===== src/rtl/dpc_pkg.sv =====
package dpc_pkg;

   typedef enum logic [1:0] {
      REG_CTRL  = 2'd0,
      REG_STAT  = 2'd1,
      REG_DATA  = 2'd2,
      REG_RANGE = 2'd3
   } reg_sel_e;

   localparam int CTL_W  = 4;
   localparam int ST_NE  = 0;
   localparam int ST_OVF = 1;
   localparam int ST_HW  = 2;

   typedef struct packed {
      logic sync_md;
      logic irq_en;
      logic auto_adv;
      logic en;
   } ctrl_t;

endpackage


===== src/rtl/dpc_decode.sv =====
module dpc_decode #(
   parameter int          HADDR_W    = 16,
   parameter int          OFS_W      = 4,
   parameter int unsigned BASE_ADDR  = 32'h80,
   parameter bit          MULTI_BYTE = 1'b1
) (
   input  logic [HADDR_W-1:0] addr,
   input  logic [OFS_W-1:0]   win,
   output logic               hit,
   output logic [OFS_W-1:0]   ofs
);
   localparam logic [HADDR_W-1:0] BASE_V = BASE_ADDR[HADDR_W-1:0];

   logic [HADDR_W-1:0] diff;
   assign diff = addr - BASE_V;

   generate
      if (MULTI_BYTE) begin : g_window
         logic [HADDR_W-1:0] win_ext;
         assign win_ext = {{(HADDR_W-OFS_W){1'b0}}, win};
         assign hit     = (addr >= BASE_V) && (diff <= win_ext);
         assign ofs     = diff[OFS_W-1:0];
      end else begin : g_single
         logic unused_win;
         assign unused_win = ^win;
         assign hit        = (addr == BASE_V);
         assign ofs        = '0;
      end
   endgenerate
endmodule


===== src/rtl/dpc_fifo.sv =====
module dpc_fifo #(
   parameter int DEPTH     = 16,
   parameter int W         = 12,
   parameter bit RESET_MEM = 1'b1,
   localparam int PTR_W    = $clog2(DEPTH),
   localparam int CNT_W    = PTR_W + 1
) (
   input  logic             clk,
   input  logic             rst_n,
   input  logic             push_req,
   input  logic             pop_req,
   input  logic [W-1:0]     din,
   output logic [W-1:0]     dout,
   output logic [CNT_W-1:0] count,
   output logic             full,
   output logic             empty
);
   logic [PTR_W-1:0] wr_ptr, rd_ptr;
   logic [W-1:0]     mem [DEPTH];
   logic             pop_ok, push_ok;

   assign empty   = (count == '0);
   assign full    = (count == CNT_W'(DEPTH));
   assign pop_ok  = pop_req && !empty;
   assign push_ok = push_req && (!full || pop_ok);
   assign dout    = mem[rd_ptr];

   always_ff @(posedge clk or negedge rst_n) begin
      if (!rst_n) begin
         wr_ptr <= '0;
         rd_ptr <= '0;
         count  <= '0;
      end else begin
         if (push_ok) wr_ptr <= wr_ptr + 1'b1;
         if (pop_ok)  rd_ptr <= rd_ptr + 1'b1;
         count <= count + CNT_W'(push_ok) - CNT_W'(pop_ok);
      end
   end

   generate
      if (RESET_MEM) begin : g_mem_rst
         always_ff @(posedge clk or negedge rst_n) begin
            if (!rst_n) begin
               for (int i = 0; i < DEPTH; i++) mem[i] <= '0;
            end else if (push_ok) begin
               mem[wr_ptr] <= din;
            end
         end
      end else begin : g_mem_plain
         always_ff @(posedge clk) begin
            if (push_ok) mem[wr_ptr] <= din;
         end
      end
   endgenerate
endmodule


===== src/rtl/dpc_regs.sv =====
module dpc_regs
   import dpc_pkg::*;
#(
   parameter int OFS_W = 4,
   parameter int ENT_W = 12,
   parameter int RD_W  = 16,
   parameter int WD_W  = 8
) (
   input  logic             clk,
   input  logic             rst_n,
   input  logic             cpu_rd,
   input  logic             cpu_wr,
   input  logic [1:0]       cpu_addr,
   input  logic [WD_W-1:0]  cpu_wdata,
   input  logic             in_win_wr,
   input  logic             full,
   input  logic             empty,
   input  logic [ENT_W-1:0] head,
   output ctrl_t            ctrl,
   output logic [OFS_W-1:0] win,
   output logic             pop_req,
   output logic             ovf_q,
   output logic             hw_q,
   output logic [RD_W-1:0]  cpu_rdata,
   output logic             irq
);
   logic [ENT_W-1:0] last_q;
   logic             sel_ctrl, sel_stat, sel_data, sel_win;
   logic             push_req, ovf_set;
   logic             unused_wbits;

   assign sel_ctrl = (cpu_addr == REG_CTRL);
   assign sel_stat = (cpu_addr == REG_STAT);
   assign sel_data = (cpu_addr == REG_DATA);
   assign sel_win  = (cpu_addr == REG_RANGE);

   assign pop_req  = sel_data && (ctrl.auto_adv ? cpu_rd : cpu_wr);
   assign push_req = in_win_wr && ctrl.en;
   assign ovf_set  = push_req && full && !pop_req;
   assign unused_wbits = ^cpu_wdata;

   always_ff @(posedge clk or negedge rst_n) begin
      if (!rst_n) begin
         ctrl   <= '0;
         win    <= '0;
         ovf_q  <= 1'b0;
         hw_q   <= 1'b0;
         last_q <= '0;
      end else begin
         if (cpu_wr && sel_ctrl) ctrl <= ctrl_t'(cpu_wdata[CTL_W-1:0]);
         if (cpu_wr && sel_win)  win  <= cpu_wdata[OFS_W-1:0];
         if (ovf_set)
            ovf_q <= 1'b1;
         else if (cpu_wr && sel_stat && cpu_wdata[ST_OVF])
            ovf_q <= 1'b0;
         if (push_req)
            hw_q <= 1'b1;
         else if (cpu_wr && sel_stat && cpu_wdata[ST_HW])
            hw_q <= 1'b0;
         if (pop_req && !empty) last_q <= head;
      end
   end

   always_comb begin
      cpu_rdata = '0;
      unique case (cpu_addr)
         REG_CTRL:  cpu_rdata[CTL_W-1:0] = ctrl;
         REG_STAT: begin
            cpu_rdata[ST_NE]  = !empty;
            cpu_rdata[ST_OVF] = ovf_q;
            cpu_rdata[ST_HW]  = hw_q;
         end
         REG_DATA:  cpu_rdata[ENT_W-1:0] = empty ? last_q : head;
         REG_RANGE: cpu_rdata[OFS_W-1:0] = win;
         default:   cpu_rdata = '0;
      endcase
   end

   assign irq = hw_q && ctrl.irq_en;
endmodule


===== src/rtl/dbg_port_capture.sv =====
module dbg_port_capture
   import dpc_pkg::*;
#(
   parameter int          HADDR_W    = 16,
   parameter int unsigned BASE_ADDR  = 32'h0080,
   parameter int          DATA_W     = 8,
   parameter int          OFS_W      = 4,
   parameter int          DEPTH      = 16,
   parameter int          RD_W       = 16,
   parameter int          WD_W       = 8,
   parameter bit          MULTI_BYTE = 1'b1,
   parameter bit          RESET_MEM  = 1'b1
) (
   input  logic               clk,
   input  logic               rst_n,
   input  logic               hst_wr_vld,
   input  logic [HADDR_W-1:0] hst_addr,
   input  logic [DATA_W-1:0]  hst_wdata,
   input  logic               cpu_rd,
   input  logic               cpu_wr,
   input  logic [1:0]         cpu_addr,
   input  logic [WD_W-1:0]    cpu_wdata,
   output logic [RD_W-1:0]    cpu_rdata,
   output logic               irq_o
);
   localparam int ENT_W = DATA_W + OFS_W;
   localparam int CNT_W = $clog2(DEPTH) + 1;

   generate
      if (DEPTH < 2 || (DEPTH & (DEPTH - 1)) != 0) begin : g_bad_depth
         $error("DEPTH must be a power of two, at least 2");
      end
      if (ENT_W > RD_W) begin : g_bad_rd
         $error("entry does not fit in read data width");
      end
      if (OFS_W >= HADDR_W || OFS_W > WD_W || CTL_W > WD_W) begin : g_bad_ofs
         $error("offset or control field too wide");
      end
      if (BASE_ADDR + (1 << OFS_W) > (64'd1 << HADDR_W)) begin : g_bad_base
         $error("capture window exceeds host address space");
      end
   endgenerate

   ctrl_t              ctl;
   logic [OFS_W-1:0]   win, ofs;
   logic               hit, in_win_wr, push_req, pop_req;
   logic               full, empty, ovf_q, hw_q;
   logic               ctl_en, clr_ovf;
   logic [ENT_W-1:0]   head;
   logic [CNT_W-1:0]   count;

   dpc_decode #(
      .HADDR_W(HADDR_W), .OFS_W(OFS_W),
      .BASE_ADDR(BASE_ADDR), .MULTI_BYTE(MULTI_BYTE)
   ) u_decode (
      .addr(hst_addr), .win(win), .hit(hit), .ofs(ofs)
   );

   assign in_win_wr = hst_wr_vld && hit;
   assign ctl_en    = ctl.en;
   assign push_req  = in_win_wr && ctl_en;
   assign clr_ovf   = cpu_wr && (cpu_addr == REG_STAT) && cpu_wdata[ST_OVF];

   dpc_fifo #(
      .DEPTH(DEPTH), .W(ENT_W), .RESET_MEM(RESET_MEM)
   ) u_fifo (
      .clk(clk), .rst_n(rst_n),
      .push_req(push_req), .pop_req(pop_req),
      .din({ofs, hst_wdata}), .dout(head),
      .count(count), .full(full), .empty(empty)
   );

   dpc_regs #(
      .OFS_W(OFS_W), .ENT_W(ENT_W), .RD_W(RD_W), .WD_W(WD_W)
   ) u_regs (
      .clk(clk), .rst_n(rst_n),
      .cpu_rd(cpu_rd), .cpu_wr(cpu_wr), .cpu_addr(cpu_addr),
      .cpu_wdata(cpu_wdata), .in_win_wr(in_win_wr),
      .full(full), .empty(empty), .head(head),
      .ctrl(ctl), .win(win), .pop_req(pop_req),
      .ovf_q(ovf_q), .hw_q(hw_q),
      .cpu_rdata(cpu_rdata), .irq(irq_o)
   );
endmodule


===== config.mk =====
export PLATFORM = sky130hd
export DESIGN_NAME = dbg_port_capture
export DESIGN_NICKNAME = d
export VERILOG_FILES = /design/src/rtl/dpc_pkg.sv /design/src/rtl/dpc_decode.sv /design/src/rtl/dpc_fifo.sv /design/src/rtl/dpc_regs.sv /design/src/rtl/dbg_port_capture.sv
export SDC_FILE = /design/constraint.sdc
export NUM_CORES = 1
export LEC_CHECK = 0
export ABC_AREA = 1
export BUFFER_PORTS_ARGS = -buffer_cell sky130_fd_sc_hd__buf_2
export CORE_MARGIN = 5
export CORE_UTILIZATION = 47
export DETAILED_ROUTE_END_ITERATION = 10
export SYNTH_ARGS = -nofsm -noshare
export SYNTH_HDL_FRONTEND = slang
export SYNTH_SLANG_ARGS = --single-unit

===== constraint.sdc =====
create_clock -name clk -period 7.4 [get_ports clk]
set_input_delay 1.11 -clock clk [delete_from_list [all_inputs] [get_ports clk]]
set_output_delay 1.11 -clock clk [all_outputs]
set_load 0.03 [all_outputs]

Word level (Yosys, flattened, before mapping) --
Index checks and enable logic that the tools add are counted.
Word-level totals: RAM bits 0, memories 0, register bits 227, bits in latches 0, memory bits (read-only) 0
Operators by class: $add $sub $neg 5, reductions and logical operators 23, bitwise gates (word level) 2, equal/unequal tests 4, shifts and indexed selects 0, multiplexer cells 15, order comparisons 5, multiply operators 0, div/mod/pow operators 0
Operator list (count):
- $bwmux W192 | 1
- $bmux W12 S4 | 1
- $demux W12 S4 | 1
- $mux W12 | 4
- $ge A16 B8 Y1 const B | 1
- $le A16 B4 Y1 | 1
- $sub A16 B8 Y16 const B | 1
- $logic_and A1 B1 Y1 | 15
- $pmux W3 S4 | 1
- $ge A5 B5 Y1 const B | 2
- $not A4 Y5 | 2
- $add A4 B1 Y4 const B | 2
- $mux W8 | 1
- $add A5 B1 Y5 | 1
- $eq A5 B5 Y1 const B | 1
- $logic_not A5 Y1 | 1
- $lt A5 B1 Y1 const B | 1
- $mux W1 | 5
- $sub A5 B1 Y5 | 1
- $eq A2 B2 Y1 const B | 2
- $reduce_bool A2 Y1 | 2
- $logic_not A1 Y1 | 3
- $pmux W1 S3 | 1
- $eq A2 B1 Y1 const B | 1
- 2 further kinds | 2

Depth between registers and ports, before layout --
word-level depth 8, mapped depth 17

Cells and area by module --
From an unflattened synthesis, not the netlist that was laid out.
Second synthesis, totals: cells, all modules 1801, area, all modules 13041.3 um2
Modules (own cells, without submodules):
- dpc_fifo | area an instance 11558.6 um2, seq. area each 5129.9 um2, cells an instance 1577, times used 1
- dpc_regs | area an instance 1227.4 um2, seq. area each 550.5 um2, cells an instance 175, times used 1
- dpc_decode | area an instance 237.7 um2, seq. area each 0.0 um2, cells an instance 45, times used 1
- dbg_port_capture | area an instance 17.5 um2, seq. area each 0.0 um2, cells an instance 4, times used 1

Worst setup path before layout --
No wires, ideal clock.
kind input -> register, from in hst_addr[0], to reg u_fifo.count[4], slack 4.065 ns, stages on the path 13, arrival 3.256 ns, data required time 7.321 ns, path through clkbuf_1 > buf_2 > inv_1 > ha_1 > nand2_1 > o21ai_0 > nand2_1 > nor2_1 > ha_1 > inv_1 > fa_1 > o21ai_0 > xor2_1
Between the ends: cells in the longest elaborated chain, start to end 8, elaborated cells on any way between the ends 9
RTL lines:
- start, declared | RTL line dbg_port_capture.sv:17 | input logic [HADDR_W-1:0] hst_addr,
- $sub A16 B8 Y16 | RTL line dpc_decode.sv:15 | assign diff = addr - BASE_V;
- $le A16 B4 Y1 | RTL line dpc_decode.sv:21 | assign hit = (addr >= BASE_V) && (diff <= win_ext);
- $logic_and A1 B1 Y1 * | RTL line dpc_decode.sv:21
- $logic_and A1 B1 Y1 * | RTL line dbg_port_capture.sv:59 | assign in_win_wr = hst_wr_vld && hit;
- $logic_and A1 B1 Y1 * | RTL line dbg_port_capture.sv:61 | assign push_req = in_win_wr && ctl_en;
- $logic_and A1 B1 Y1 * | RTL line dpc_fifo.sv:25 | assign push_ok = push_req && (!full || pop_ok);
- named net u_fifo.push_ok | RTL line dpc_fifo.sv:20 | logic pop_ok, push_ok;
- $add A5 B1 Y5 * | RTL line dpc_fifo.sv:36 | count <= count + CNT_W'(push_ok) - CNT_W'(pop_ok);
- $sub A5 B1 Y5 * | RTL line dpc_fifo.sv:36
- end signal, assigned | RTL line dpc_fifo.sv:36
- end, declared | RTL line dpc_fifo.sv:14 | output logic [CNT_W-1:0] count,
Mark *: on every way through the listed nets, which the timed path passes. The rest lies on a longest branch. A chain may end at the register's enable or synchronous reset.

Worst setup path after layout --
from reg u_fifo.rd_ptr[0], to out cpu_rdata[5]
Between the ends: cells in the longest elaborated chain, start to end 6
RTL lines:
- start, declared | RTL line dpc_fifo.sv:18 | logic [PTR_W-1:0] wr_ptr, rd_ptr;
- start signal, assigned | RTL line dpc_fifo.sv:35 | if (pop_ok) rd_ptr <= rd_ptr + 1'b1;
- $not A4 Y5 (implied by the code) | RTL line dpc_fifo.sv:26 | assign dout = mem[rd_ptr];
- $bmux W12 S4 | RTL line dpc_fifo.sv:26
- $mux W12 (implied by the code) (2 in a row) | RTL line dpc_fifo.sv:26
- $mux W12 | RTL line dpc_regs.sv:73 | REG_DATA: cpu_rdata[ENT_W-1:0] = empty ? last_q : head;
- $mux W8 | RTL line dpc_regs.sv:66 | unique case (cpu_addr)
- end, declared | RTL line dbg_port_capture.sv:23 | output logic [RD_W-1:0] cpu_rdata,
Every way passes these cells. The select of a mux whose other input is x is not followed.

==> flow_summary.toml <==
[final_layout]
n_antenna_cell = 0
nFillCells = 2529
fin_cells = 1907
drive_gt1_share_pct = 7.356
final_area_um2 = 12920
seqCellArea_um2 = 5685
multiInputGateArea_um2 = 5127
nNetsFinal = 1616
areaGrowthSynthToFinish_pct = 8.684

[setup_path]
cpLargestDelayFamily = "buffers and inverters"
crit_path_max_fanout = 46
worst-setup-path-type = "register to output port"
cpMaxStageDelayCell = "dfrtp_4"
end_kind = "output port"
ff2ff_path_depth = 13
crit_buf_inv = 4
worstSetupStartpointType = "register"
critical_path_arrival_ns = 3.57
path_cells = "inv_2 > buf_4 > nor2_1 > nor2_1 > o21ai_0 > o211ai_1 > nand3_1 > nand3_1 > nand2_1 > inv_1 > buf_2"
slowest_delay_ns = 0.68
cp.required_ns = 6.29
crit_cells = 11

[power]
p_leak_nw = 7.020
p_comb_share_pct = 30.6
seq_power_share_pct = 36.5
switchingPower_mw = 1.448
power_density_nw_per_um2 = 300.7
vdd_ir_drop_max_mv = 0.1924
p_clk_share_pct = 32.8
sw_frac_of_total_pct = 37.27
p_int_mw = 2.437

[flow_run]
max-cap-violations = 0

[timing]
setup_violations = 0
finalSetupTns_ns = 0
finalClockSkew_ns = 0.01308
tightest_slew_ns = 1.187
rsz0062_at_grt = "false"
fin_crit_sh_pct = 63.20
hold_ws_ns = 0.4659
fmax_mhz = 213.8
period_needed_ns = 4.677
drv_slew = 0
max_slew_margin_pct = 20.77
post-route-worst-setup-slack_ns = 2.723
hold_violations = 0

[hold_path]
hold_depth = 2
hold_path_class = "register to register"

[die]
start_util_pct = 47.48
row_count = 58
ios = 56
dieArea_um2 = 28570
fp.dieH_um = 169.0
core_um2 = 25040
die_width_um = 169.0

[drt]
vias = 10250
drt-pass1-iter-count = 5
wl_mm = 33.88
drt_iter0_markers = 1029
post_drt_wl_per_cell_um = 17.77
vias_per_cell = 5.377
drcViolationCount = 0
drtAntennaViolNets = 0

[placed_design]
finalWeightedCongestion = 0.8172
hpwlAfterDp_mm = 19.76
dpl.cell_count = 1862
preCtsSetupSlack_ns = 3.041
dpl_cell_area_um2 = 12080
numPortBuffers = 47

[global_route]
grt_pass1_wl_mm = 54.19
antenna_found_initial = 0
track_usage_pct = 23.53
grt_pass1_vias = 9682
grt_max_degree = 163
grt_overflow_total = 0

[clocking]
htree_levels = 1
cts_sinks = 227
cts_inserted_buffers = 26
postCtsSetupBuffers = 0
clock_latency_ns = 0.52
cts_tree = "built"
cts_hold_buffers = 0
cts-resized-gates = 0
clk_pin_slew_ns = 0.06
cts_max_path_buffers = 3
clockRootBuffer = "clkbuf_16"

[synth]
synth.area.top_cells = "dfrtp_1 (48%), nand2_1 (18%), nand3_1 (11%), o21ai_0 (4.1%), inv_1 (3.9%)"
yosysWarnings = 0
syn_area_um2 = 11890
ys_seq_area_share_pct = 47.79
synth_top_area_share_pct = 47.79
postSynthAreaPerCell_um2 = 7.457
yosys.area.top_type = "dfrtp_1"
syn_inst = 1594
yosysUniqueCellTypes = 28
ys_seq_elements = 227

[outcome]
status = "completed"
-- layer usage --
metal	part of all wire, %	track usage [%]
met3	5.8	2.592
met2	46	36.94
met5	0	0
met1	46	35.23
met4	2.2	5.565
-- path summary, 6_finish.rpt --
path	startpoint	endpoint	slack, ns
setup reg to reg	u_fifo.count[2]	u_fifo.count[4]	4.04
hold / removal	u_fifo.mem[163]	u_fifo.mem[163]	0.47
min in group asynchronous	rst_n	u_fifo.mem[79]	0.54
hold reg to reg	u_fifo.mem[163]	u_fifo.mem[163]	0.47
setup / recovery	u_fifo.rd_ptr[0]	cpu_rdata[5]	2.72
max in group asynchronous	rst_n	u_fifo.rd_ptr[0]	5.53
-- area by class of cell --
class,count,share of cell area (%)
inverters,126,3.661
clock inverters,7,0.6586
repair buffers,63,2.925
flip-flops and latches,227,44.01
clock buffers,38,5.860
well taps,330,3.196
multi-input cells,1116,39.69
-- cells by family after synthesis --
logic type | Yosys count | synth area share, %
AO/OA/AOI/OAI | 173 | 8.179
XOR/XNOR | 9 | 0.6632
adder cells (fa/ha/maj) | 17 | 1.853
buffers and inverters | 254 | 9.358
flip-flops | 227 | 47.79
other | 1 | 0.03155
AND/OR/NAND/NOR | 913 | 32.13
-- synth_stat cells --
| master | n |
|---|---|
| nand4_2 | 1 |
| nor2_1 | 84 |
| nand3_1 | 259 |
| nor2_4 | 3 |
| nand2_1 | 559 |
| dfrtp_1 | 227 |
| o21ai_0 | 98 |
| a21oi_1 | 32 |
| xnor2_1 | 2 |
| ha_1 | 16 |
| conb_1 | 1 |
| clkbuf_1 | 58 |
| buf_6 | 11 |
| xor2_1 | 7 |
| inv_2 | 2 |
| nor2_8 | 1 |
| nand4_1 | 3 |
| a221oi_1 | 3 |
| nor2_2 | 2 |
| buf_4 | 4 |
| o211ai_1 | 36 |
| clkinv_1 | 1 |
| a31oi_1 | 4 |
| fa_1 | 1 |
| buf_1 | 6 |
| buf_2 | 49 |
| nand2_4 | 1 |
| inv_1 | 123 |
-- layout by cell type (no fill, tap or decap), drive strengths merged, types with 3 or more instances in the layout --
cell type and n:
nand2 560, nand3 259, dfrtp 227, inv 125, o21ai 98, nor2 90, buf 63, clkbuf 38
o211ai 36, a21oi 32, ha 16, xor2 7, clkinv 6, a31oi 4, conb 4, nand4 4
a221oi 3
-- flip-flops by register name, summed over array words and instances, names as in the netlist --
signal	flops
u_fifo.count	5
u_regs.hw_q	1
u_fifo.rd_ptr	4
u_regs.last_q	12
u_regs.win	4
u_regs.ctrl	4
u_regs.ovf_q	1
u_fifo.mem	192
u_fifo.wr_ptr	4
-- through the flow --
step | util (%) | total power [mW]
3_5_place_dp | 48.24 | 2.619
4_1_cts | 51.60 | 3.904
5_1_grt | 51.60 | 4.116
3_3_place_gp | 48.24 | 2.609
2_1_floorplan | - | 2.229
6_report | 51.60 | 3.884
-- worst min-delay path, delay by kind of cell (launching register included) --
| family | cells | cell delay (ns) |
|---|---|---|
| flip-flops | 1 | 0.34 |
| AND/OR/NAND/NOR | 2 | 0.10 |
-- power groups by stage --
stage	Combinational [mW]	Clock [mW]	Sequential, mW
floorplan	0.870	0	1.36
global placement	1.17	0	1.44
detailed placement	1.18	0	1.44
CTS	1.19	1.30	1.42
global route	1.33	1.36	1.43
finish	1.19	1.28	1.42
No activity file was read; power rests on OpenSTA's default activity.
